## config.mk

```make
export PLATFORM = sky130hd
export DESIGN_NAME = dma_xfer_ctrl
export DESIGN_NICKNAME = d
export VERILOG_FILES = /design/src/rtl/dma_xfer_pkg.sv /design/src/rtl/dma_xfer_regs.sv /design/src/rtl/dma_xfer_seq.sv /design/src/rtl/dma_xfer_path.sv /design/src/rtl/dma_xfer_ctrl.sv
export SDC_FILE = /design/constraint.sdc
export NUM_CORES = 1
export LEC_CHECK = 0
export BUFFER_PORTS_ARGS = -buffer_cell sky130_fd_sc_hd__buf_2
export CELL_PAD_IN_SITES_DETAIL_PLACEMENT = 1
export CELL_PAD_IN_SITES_GLOBAL_PLACEMENT = 2
export CORE_MARGIN = 2
export CORE_UTILIZATION = 28
export CTS_CLUSTER_DIAMETER = 80
export DETAILED_ROUTE_END_ITERATION = 8
export PLACE_DENSITY_LB_ADDON = 0.08
export SYNTH_ARGS = -nofsm -noshare
export SYNTH_HDL_FRONTEND = slang
export SYNTH_HIERARCHICAL = 1
export SYNTH_SLANG_ARGS = --single-unit
```

## constraint.sdc

```tcl
create_clock -name clk_i -period 2.5 [get_ports clk_i]
set_clock_uncertainty 0.05 [all_clocks]
set_input_delay 0.125 -clock clk_i [delete_from_list [all_inputs] [get_ports clk_i]]
set_output_delay 0.125 -clock clk_i [all_outputs]
set_load 0.01 [all_outputs]
```

## src/rtl/dma_xfer_pkg.sv

```systemverilog
package dma_xfer_pkg;

  typedef enum logic [1:0] {
    MODE_HOLD  = 2'd0,
    MODE_STEAL = 2'd1,
    MODE_QUIET = 2'd2,
    MODE_RSVD  = 2'd3
  } xfer_mode_e;

  typedef enum logic [1:0] {
    SEQ_IDLE,
    SEQ_ARB,
    SEQ_READ,
    SEQ_WRITE
  } seq_state_e;

  typedef struct packed {
    xfer_mode_e mode;
    logic       irq_en;
    logic       dir;     // 1: device to memory
    logic       enable;
  } ctrl_t;

  localparam int unsigned CTRL_W = $bits(ctrl_t);

  localparam logic [1:0] SEL_ADDR  = 2'd0;
  localparam logic [1:0] SEL_COUNT = 2'd1;
  localparam logic [1:0] SEL_CTRL  = 2'd2;

endpackage

```

## src/rtl/dma_xfer_regs.sv

```systemverilog
module dma_xfer_regs
  import dma_xfer_pkg::*;
#(
  parameter int unsigned AW    = 16,
  parameter int unsigned CW    = 16,
  parameter int unsigned REG_W = 32
) (
  input  logic             clk_i,
  input  logic             rst_ni,
  input  logic             we_i,
  input  logic [1:0]       sel_i,
  input  logic [REG_W-1:0] wdata_i,
  input  logic             word_done_i,
  input  logic             finish_i,
  output logic [AW-1:0]    addr_o,
  output logic [CW-1:0]    count_o,
  output ctrl_t            ctrl_o,
  output logic             irq_o
);

  logic [AW-1:0] addr_q;
  logic [CW-1:0] count_q;
  ctrl_t         ctrl_q;
  logic          irq_q;
  logic          wr_ok;
  logic          unused_wdata;

  assign wr_ok        = we_i && !ctrl_q.enable;
  assign unused_wdata = ^wdata_i;

  always_ff @(posedge clk_i or negedge rst_ni) begin
    if (!rst_ni) begin
      addr_q  <= '0;
      count_q <= '0;
      ctrl_q  <= '0;
      irq_q   <= 1'b0;
    end else begin
      if (wr_ok) begin
        unique case (sel_i)
          SEL_ADDR:  addr_q  <= wdata_i[AW-1:0];
          SEL_COUNT: count_q <= wdata_i[CW-1:0];
          SEL_CTRL: begin
            ctrl_q <= ctrl_t'(wdata_i[CTRL_W-1:0]);
            irq_q  <= 1'b0;
          end
          default: ;
        endcase
      end
      if (word_done_i) begin
        addr_q  <= addr_q + 1'b1;
        count_q <= count_q - 1'b1;
      end
      if (finish_i) begin
        ctrl_q.enable <= 1'b0;
        if (ctrl_q.irq_en) irq_q <= 1'b1;
      end
    end
  end

  assign addr_o  = addr_q;
  assign count_o = count_q;
  assign ctrl_o  = ctrl_q;
  assign irq_o   = irq_q;

endmodule

```

## src/rtl/dma_xfer_seq.sv

```systemverilog
module dma_xfer_seq
  import dma_xfer_pkg::*;
(
  input  logic       clk_i,
  input  logic       rst_ni,
  input  logic       active_i,
  input  logic       count_zero_i,
  input  logic       last_i,
  input  xfer_mode_e mode_i,
  input  logic       dev_req_i,
  input  logic       bus_grant_i,
  input  logic       cpu_idle_i,
  output logic       bus_req_o,
  output logic       rd_o,
  output logic       wr_o,
  output logic       word_done_o,
  output logic       finish_o
);

  seq_state_e state_q, state_d;
  logic       go;

  // bus usable this cycle
  assign go = bus_grant_i && dev_req_i && (mode_i != MODE_QUIET || cpu_idle_i);

  always_comb begin
    state_d     = state_q;
    rd_o        = 1'b0;
    wr_o        = 1'b0;
    word_done_o = 1'b0;
    finish_o    = 1'b0;
    unique case (state_q)
      SEQ_IDLE: begin
        if (active_i && count_zero_i) finish_o = 1'b1;
        else if (active_i && dev_req_i) state_d = SEQ_ARB;
      end
      SEQ_ARB: if (go) state_d = SEQ_READ;
      SEQ_READ: begin
        if (go) begin
          rd_o    = 1'b1;
          state_d = SEQ_WRITE;
        end
      end
      SEQ_WRITE: begin
        if (go) begin
          wr_o        = 1'b1;
          word_done_o = 1'b1;
          if (last_i) begin
            finish_o = 1'b1;
            state_d  = SEQ_IDLE;
          end else if (mode_i == MODE_STEAL) begin
            state_d = SEQ_IDLE;
          end else begin
            state_d = SEQ_READ;
          end
        end
      end
      default: state_d = SEQ_IDLE;
    endcase
  end

  always_ff @(posedge clk_i or negedge rst_ni) begin
    if (!rst_ni) state_q <= SEQ_IDLE;
    else         state_q <= state_d;
  end

  assign bus_req_o = (state_q != SEQ_IDLE);

endmodule

```

## src/rtl/dma_xfer_path.sv

```systemverilog
module dma_xfer_path #(
  parameter int unsigned DW = 32
) (
  input  logic          clk_i,
  input  logic          rst_ni,
  input  logic          dir_i,
  input  logic          rd_i,
  input  logic          wr_i,
  input  logic [DW-1:0] mem_rdata_i,
  input  logic [DW-1:0] dev_rdata_i,
  output logic          mem_rd_o,
  output logic          mem_wr_o,
  output logic          dev_rd_o,
  output logic          dev_wr_o,
  output logic [DW-1:0] mem_wdata_o,
  output logic [DW-1:0] dev_wdata_o
);

  logic [DW-1:0] buf_q;

  assign mem_rd_o = rd_i && !dir_i;
  assign dev_rd_o = rd_i &&  dir_i;
  assign dev_wr_o = wr_i && !dir_i;
  assign mem_wr_o = wr_i &&  dir_i;

  always_ff @(posedge clk_i or negedge rst_ni) begin
    if (!rst_ni)   buf_q <= '0;
    else if (rd_i) buf_q <= dir_i ? dev_rdata_i : mem_rdata_i;
  end

  assign mem_wdata_o = buf_q;
  assign dev_wdata_o = buf_q;

endmodule

```

## src/rtl/dma_xfer_ctrl.sv

```systemverilog
module dma_xfer_ctrl
  import dma_xfer_pkg::*;
#(
  parameter int unsigned AW    = 16,
  parameter int unsigned CW    = 16,
  parameter int unsigned DW    = 32,
  parameter int unsigned REG_W = 32
) (
  input  logic             clk_i,
  input  logic             rst_ni,
  input  logic             reg_we_i,
  input  logic [1:0]       reg_sel_i,
  input  logic [REG_W-1:0] reg_wdata_i,
  input  logic             dev_req_i,
  input  logic             bus_grant_i,
  input  logic             cpu_idle_i,
  output logic             bus_req_o,
  output logic [AW-1:0]    mem_addr_o,
  output logic             mem_rd_o,
  output logic             mem_wr_o,
  output logic [DW-1:0]    mem_wdata_o,
  input  logic [DW-1:0]    mem_rdata_i,
  output logic             dev_rd_o,
  output logic             dev_wr_o,
  output logic [DW-1:0]    dev_wdata_o,
  input  logic [DW-1:0]    dev_rdata_i,
  output logic             irq_o
);

  localparam logic [CW-1:0] COUNT_ONE = CW'(1);

  logic [CW-1:0] count;
  ctrl_t         ctrl;
  logic          word_done, finish, rd, wr;

  dma_xfer_regs #(.AW(AW), .CW(CW), .REG_W(REG_W)) u_regs (
    .clk_i       (clk_i),
    .rst_ni      (rst_ni),
    .we_i        (reg_we_i),
    .sel_i       (reg_sel_i),
    .wdata_i     (reg_wdata_i),
    .word_done_i (word_done),
    .finish_i    (finish),
    .addr_o      (mem_addr_o),
    .count_o     (count),
    .ctrl_o      (ctrl),
    .irq_o       (irq_o)
  );

  dma_xfer_seq u_seq (
    .clk_i        (clk_i),
    .rst_ni       (rst_ni),
    .active_i     (ctrl.enable),
    .count_zero_i (count == '0),
    .last_i       (count == COUNT_ONE),
    .mode_i       (ctrl.mode),
    .dev_req_i    (dev_req_i),
    .bus_grant_i  (bus_grant_i),
    .cpu_idle_i   (cpu_idle_i),
    .bus_req_o    (bus_req_o),
    .rd_o         (rd),
    .wr_o         (wr),
    .word_done_o  (word_done),
    .finish_o     (finish)
  );

  dma_xfer_path #(.DW(DW)) u_path (
    .clk_i       (clk_i),
    .rst_ni      (rst_ni),
    .dir_i       (ctrl.dir),
    .rd_i        (rd),
    .wr_i        (wr),
    .mem_rdata_i (mem_rdata_i),
    .dev_rdata_i (dev_rdata_i),
    .mem_rd_o    (mem_rd_o),
    .mem_wr_o    (mem_wr_o),
    .dev_rd_o    (dev_rd_o),
    .dev_wr_o    (dev_wr_o),
    .mem_wdata_o (mem_wdata_o),
    .dev_wdata_o (dev_wdata_o)
  );

endmodule

```

Yosys cells after proc, flatten, opt, wreduce, memory -nomap -nowiden
Index checks and enable logic that the tools add are counted.

storage, ports and cells
  register bits = 72
  input bits = 104
  output and inout bits = 86
  logic and storage cells = 79

cells by class
  add/subtract/negate cells = 2
  equal/unequal tests = 13
  multiplexer cells = 29
  reductions and logical operators = 26

operators by type and width
  cell                                                                      number
  16-bit two-way mux                                                        6
  32-bit two-way mux                                                        1
  16-bit by 1-bit adder with 16-bit output (second input constant)          1
  16-bit by 1-bit equality test with 1-bit output (second input constant)   1
  16-bit logical NOT                                                        1
  16-bit by 1-bit subtractor with 16-bit output (second input constant)     1
  2-bit two-way mux                                                         7
  1-bit two-way mux                                                         13
  2-bit nonzero test                                                        6
  1-bit logical AND                                                         9
  2-bit by 1-bit inequality test with 1-bit output (second input constant)  4
  2-bit case mux with 4 select lines                                        1
  2-bit AND reduction                                                       4
  2-bit by 1-bit equality test with 1-bit output (second input constant)    3
  2-bit equality test (second input constant)                               3
  5-bit AND reduction                                                       1
  2-bit logical NOT                                                         2
  2-bit inequality test (second input constant)                             2
  1-bit logical NOT                                                         2
  1-bit case mux with 2 select lines                                        1
  1-bit logical OR                                                          1

Logic depth before layout (Yosys ltp)
  word-level depth = 7
  depth in mapped cells = 7

Modules after synthesis
Netlist, hierarchy kept.

modules (own cells, without submodules)
  module         instances  cells an instance  area an instance (µm²)
  dma_xfer_regs  1          237                2318.5
  dma_xfer_path  1          175                1770.4
  dma_xfer_seq   1          32                 272.8
  dma_xfer_ctrl  1          7                  56.3

Worst setup path before layout
OpenSTA, ideal clock, no wires.

  kind = register to register
  from = register u_regs.count_q[6] (netlist: u_regs/count_o[6])
  to = register u_seq.state_q[1]
  setup time = 0.094 ns
  arrival = 1.945 ns
  slack = 0.411 ns
  stages on the path, launching flop included = 6
  buffers on the path = 0
  period minus slack after synthesis = 2.089 ns
  path through = dfrtp_1 > or4_4 > nor4_1 > and3b_1 > o221a_2 > a211oi_1

on the way
  longest elaborated chain between the ends = 4
  elaborated cells on any way between the ends = 8

RTL lines
  what                                                                                   line                                      source
  start, declared                                                                        dma_xfer_regs.sv:22                       logic [CW-1:0] count_q;
  start signal, assigned                                                                 dma_xfer_regs.sv:41                       SEL_COUNT: count_q <= wdata_i[CW-1:0];
  start signal, assigned                                                                 dma_xfer_regs.sv:51                       count_q <= count_q - 1'b1;
  16-bit by 1-bit equality test with 1-bit output or 16-bit logical NOT (tied branches)  dma_xfer_ctrl.sv:55, dma_xfer_ctrl.sv:54
  2-bit two-way mux or 1-bit logical AND (tied branches)                                 dma_xfer_seq.sv:48, dma_xfer_seq.sv:34
  2-bit two-way mux or 2-bit inequality test (tied branches)                             --
  2-bit case mux with 4 select lines or 5-bit AND reduction (tied branches)              --
  end signal, assigned                                                                   dma_xfer_seq.sv:64                        else state_q <= state_d;
  end, declared                                                                          dma_xfer_seq.sv:20                        seq_state_e state_q, state_d;

Parallel ways exist; a longest one is shown, timed or not. The select of a mux whose other input is x is not followed.
A chain may end at the register's enable or synchronous reset.

Worst setup path in the final report
  from = register u_seq.state_q[1]
  to = output port dev_wr_o

on the way
  longest elaborated chain between the ends = 3

RTL lines
  what                 line                 source
  2-bit equality test  --
  1-bit two-way mux    --
  net word_done        dma_xfer_ctrl.sv:34  logic word_done, finish, rd, wr;
  1-bit logical AND    dma_xfer_path.sv:23  assign dev_wr_o = wr_i && !dir_i;
  end, declared        dma_xfer_ctrl.sv:24  output logic dev_wr_o,

The timed path passes the listed nets, and every way through them passes these cells.

==> reports/results.txt <==
Final GP Congestion: 0.7714
asr flop ratio synth: 100.0%
Tightest Pin Transition: 0.7762 ns
most frequent cells in the layout: 172 x buf_2, 71 x dfrtp_1, 60 x a21oi_1, 42 x nor2_1, 33 x mux2i_1
synth unique cells: 54
antenna violations before repair: 0
WP data arrival: 2.15 ns
final hold viol count: 0
Die X: 129.6 microns
met1 GRT Util: 22.18%
Starting Density: 28.85%
Synth Flop Type: dfrtp_1
clk_lat worst skew: 0.34 ns
Post-Route Utilization: 35.95%
total track usage: 16.61%
Final Non-Filler Cells: 807
Worst path max stage delay: 0.45 ns
register area share after synthesis: 40.78%
clock sink count: 72
Synth Cell Area: 4418 sq um
Root Buffer: clkbuf_16
status: completed
Critical-path top delay cell: dfrtp_1
# diodes: 0
number of synthesis warnings: 6
Final setup viols: 0
critical path, cell by cell: ha_1 -> and3_4 -> buf_4 -> nor2b_1 -> buf_2
CP Launch Type: flip-flop
via/cell ratio: 4.784
Iter 0 DRT Violations: 108
M3 GR Usage: 2.849%
FF-to-FF Start: u_regs/count_o[11]
syn_nets: 561
required time worst endpoint: 2.33 ns
Clock Tree Buf Depth: 2
Cell Area, Placed: 5226 sq um
max-cap check violation count: 0
M2 GR Usage: 27.41%
share of the synthesized area in the top cell type: 40.78%
FP Rows: 45
total CTS buffers: 9
Crit. End Element: output port
most common cell after layout, fill and taps aside: buf_2
vias in the first global route: 3,874
fin nets: 703
DRC viols: 0
fin area: 5505 sq um
io pins: 190
Stages on worst setup path: 5
ranking of synthesized cells by area: dfrtp_1 41%, mux2i_1 7.5%, a21oi_1 6.8%
worst setup margin: 0.1739 ns
VDD IR max: 0.3827 mV
die height: 129.6 microns
Synth Register Bits: 72
R2R depth: 5
CP Launch Point: u_seq/state_q[1]
min Tclk post-route: 2.326 ns
WL/cell: 17.30 microns
kind of critical path: flip-flop to output port
number of flops mapped to enable cells by yosys: 0
RR Endpoint: u_seq/state_q[1]
Min Hold Slack: 0.03450 ns
Tot Pwr: 6.774 mW
Area Growth Syn to Fin: 24.61%
Post-Route WL: 13.96 mm
cell taking the most area after synthesis: dfrtp_1
first-pass GRT wire length: 21.47 mm
RSZ-0062 raised after global routing: false
largest net degree at the start of global routing: 56
Mean Syn Cell Area: 9.796 sq um
reg-to-reg slack, setup: 0.21 ns
post-detail-place hpwl: 10.64 mm
busiest metal layer after global routing: met2
worst path bufs/invs: 2
die area: 16,800 sq um
Crit path max-delay family: simple AND/OR/NAND/NOR gates
Mapped Cells: 451
Routed Antenna Nets: 0
share of layout cells above drive strength 1: 36.41%
crit-path max FO: 30
Fmax achieved: 0.4299 GHz
CTS tree: yes
IO buf count: 173
Inst Count DP: 792
clock slew at reported path FFs: 0.05 ns
fin crit share: 93.04%
htree depth: 3
static leakage: 2.523 nW
worst rel slew slack: 48.25%
TNS Setup: 0 ns
crit path capture: dev_wr_o
DR vias: 3,861
post-placement setup slack: 0.1943 ns
global route overflow: 0
P per Cell Area: 1231 nW/um^2
max-slew violation count: 0
first-pass iteration count of the detailed router: 4
worst min path class: input port to flip-flop
CORE AREA: 15,310 sq um
[per-layer routing]
layer / part of all wire [%] / wire length (microns) / up-vias
met4: 1.2 / 171 / 0
met2: 47 / 6557 / 123
li1: - / - / 1868
met1: 46 / 6467 / 1860
met3: 5.5 / 761 / 10
met5: 0 / 0 / -
[cells by family after synthesis]
family / Yosys count / share of synthesized area, %
and+or+nand+nor: 141 / 18.72
AOI/OAI and AO/OA: 107 / 14.90
DFF: 72 / 40.78
buffers and inverters: 65 / 10.79
muxes: 38 / 8.751
xor gates and xnor gates: 22 / 4.361
adders and majority gates: 6 / 1.699
[state kept, by name, summed over array words and instances, names as in the netlist]
register	flops
u_path/dev_wdata_o	32
u_regs/addr_o	16
u_regs/count_o	16
u_regs/ctrl_o	5
u_seq/state_q	2
u_regs/irq_o	1
[area by class of cell]
class                      instances  area [sq um]
tap                              211         264.0
clock inverter                     1         5.005
multi-input combinational        314          2143
fill                            1844          9809
timing repair buffer             189          1003
clock buffer                      13         260.3
inverter                           7         26.28
sequential                        72          1803
[worst reg2reg max path, stage by stage, from the launching register on]
cell	delay, ns
dfrtp_1	0.41
or4_1	0.58
nor4_1	0.42
and3b_1	0.26
o221a_2	0.27
a211oi_1	0.21
[synth_stat cells (2+ instances only)]
cell type,count
a21oi_1,60
nand4_1,8
or4_1,6
xor2_1,14
buf_4,34
nand2_1,10
o31ai_1,3
inv_1,7
nand3b_1,2
nand4b_1,2
clkbuf_1,9
and2b_2,2
and2_1,3
nand2b_1,3
and4_1,2
o221a_1,2
clkbuf_8,3
dfrtp_1,72
ha_1,6
a211oi_1,32
mux2i_1,33
nor2_1,42
and3_2,2
nor3_1,7
a31oi_1,3
buf_2,6
mux2_2,4
xnor2_1,8
nor4_1,5
buf_12,3
nor2b_1,29
nand3_1,7
[how the worst min path moves through the flow]
| stage | from | end | slack, ns | cells past startpoint |
|---|---|---|---|---|
| finish | reg_wdata_i[4] | u_regs/ctrl_o[4] | 0.03 | 2 |
| global placement | rst_ni | u_path/dev_wdata_o[7] | 0.21 | 1 |
| detailed placement | rst_ni | u_path/dev_wdata_o[7] | 0.20 | 1 |
| CTS | mem_rdata_i[22] | u_path/dev_wdata_o[22] | 0.03 | 3 |
| global route | reg_wdata_i[0] | u_regs/ctrl_o[0] | 0.04 | 3 |
| floorplan | rst_ni | u_path/dev_wdata_o[0] | -0.22 | 0 |
[power breakdown]
part           switching (mW)  internal [mW]  total, mW
clock network           0.494          0.715       1.21
registers               0.729           1.75       2.48
logic                    1.61           1.48       3.09
[timing repair]
action,4_1_cts,5_1_grt
endpoints found under the setup margin,2,0
hold buffers,1,0
gates resized for setup,1,0
buffers inserted,0,0
hold endpoints to repair,53,0
No activity file was read; power rests on OpenSTA's default activity.
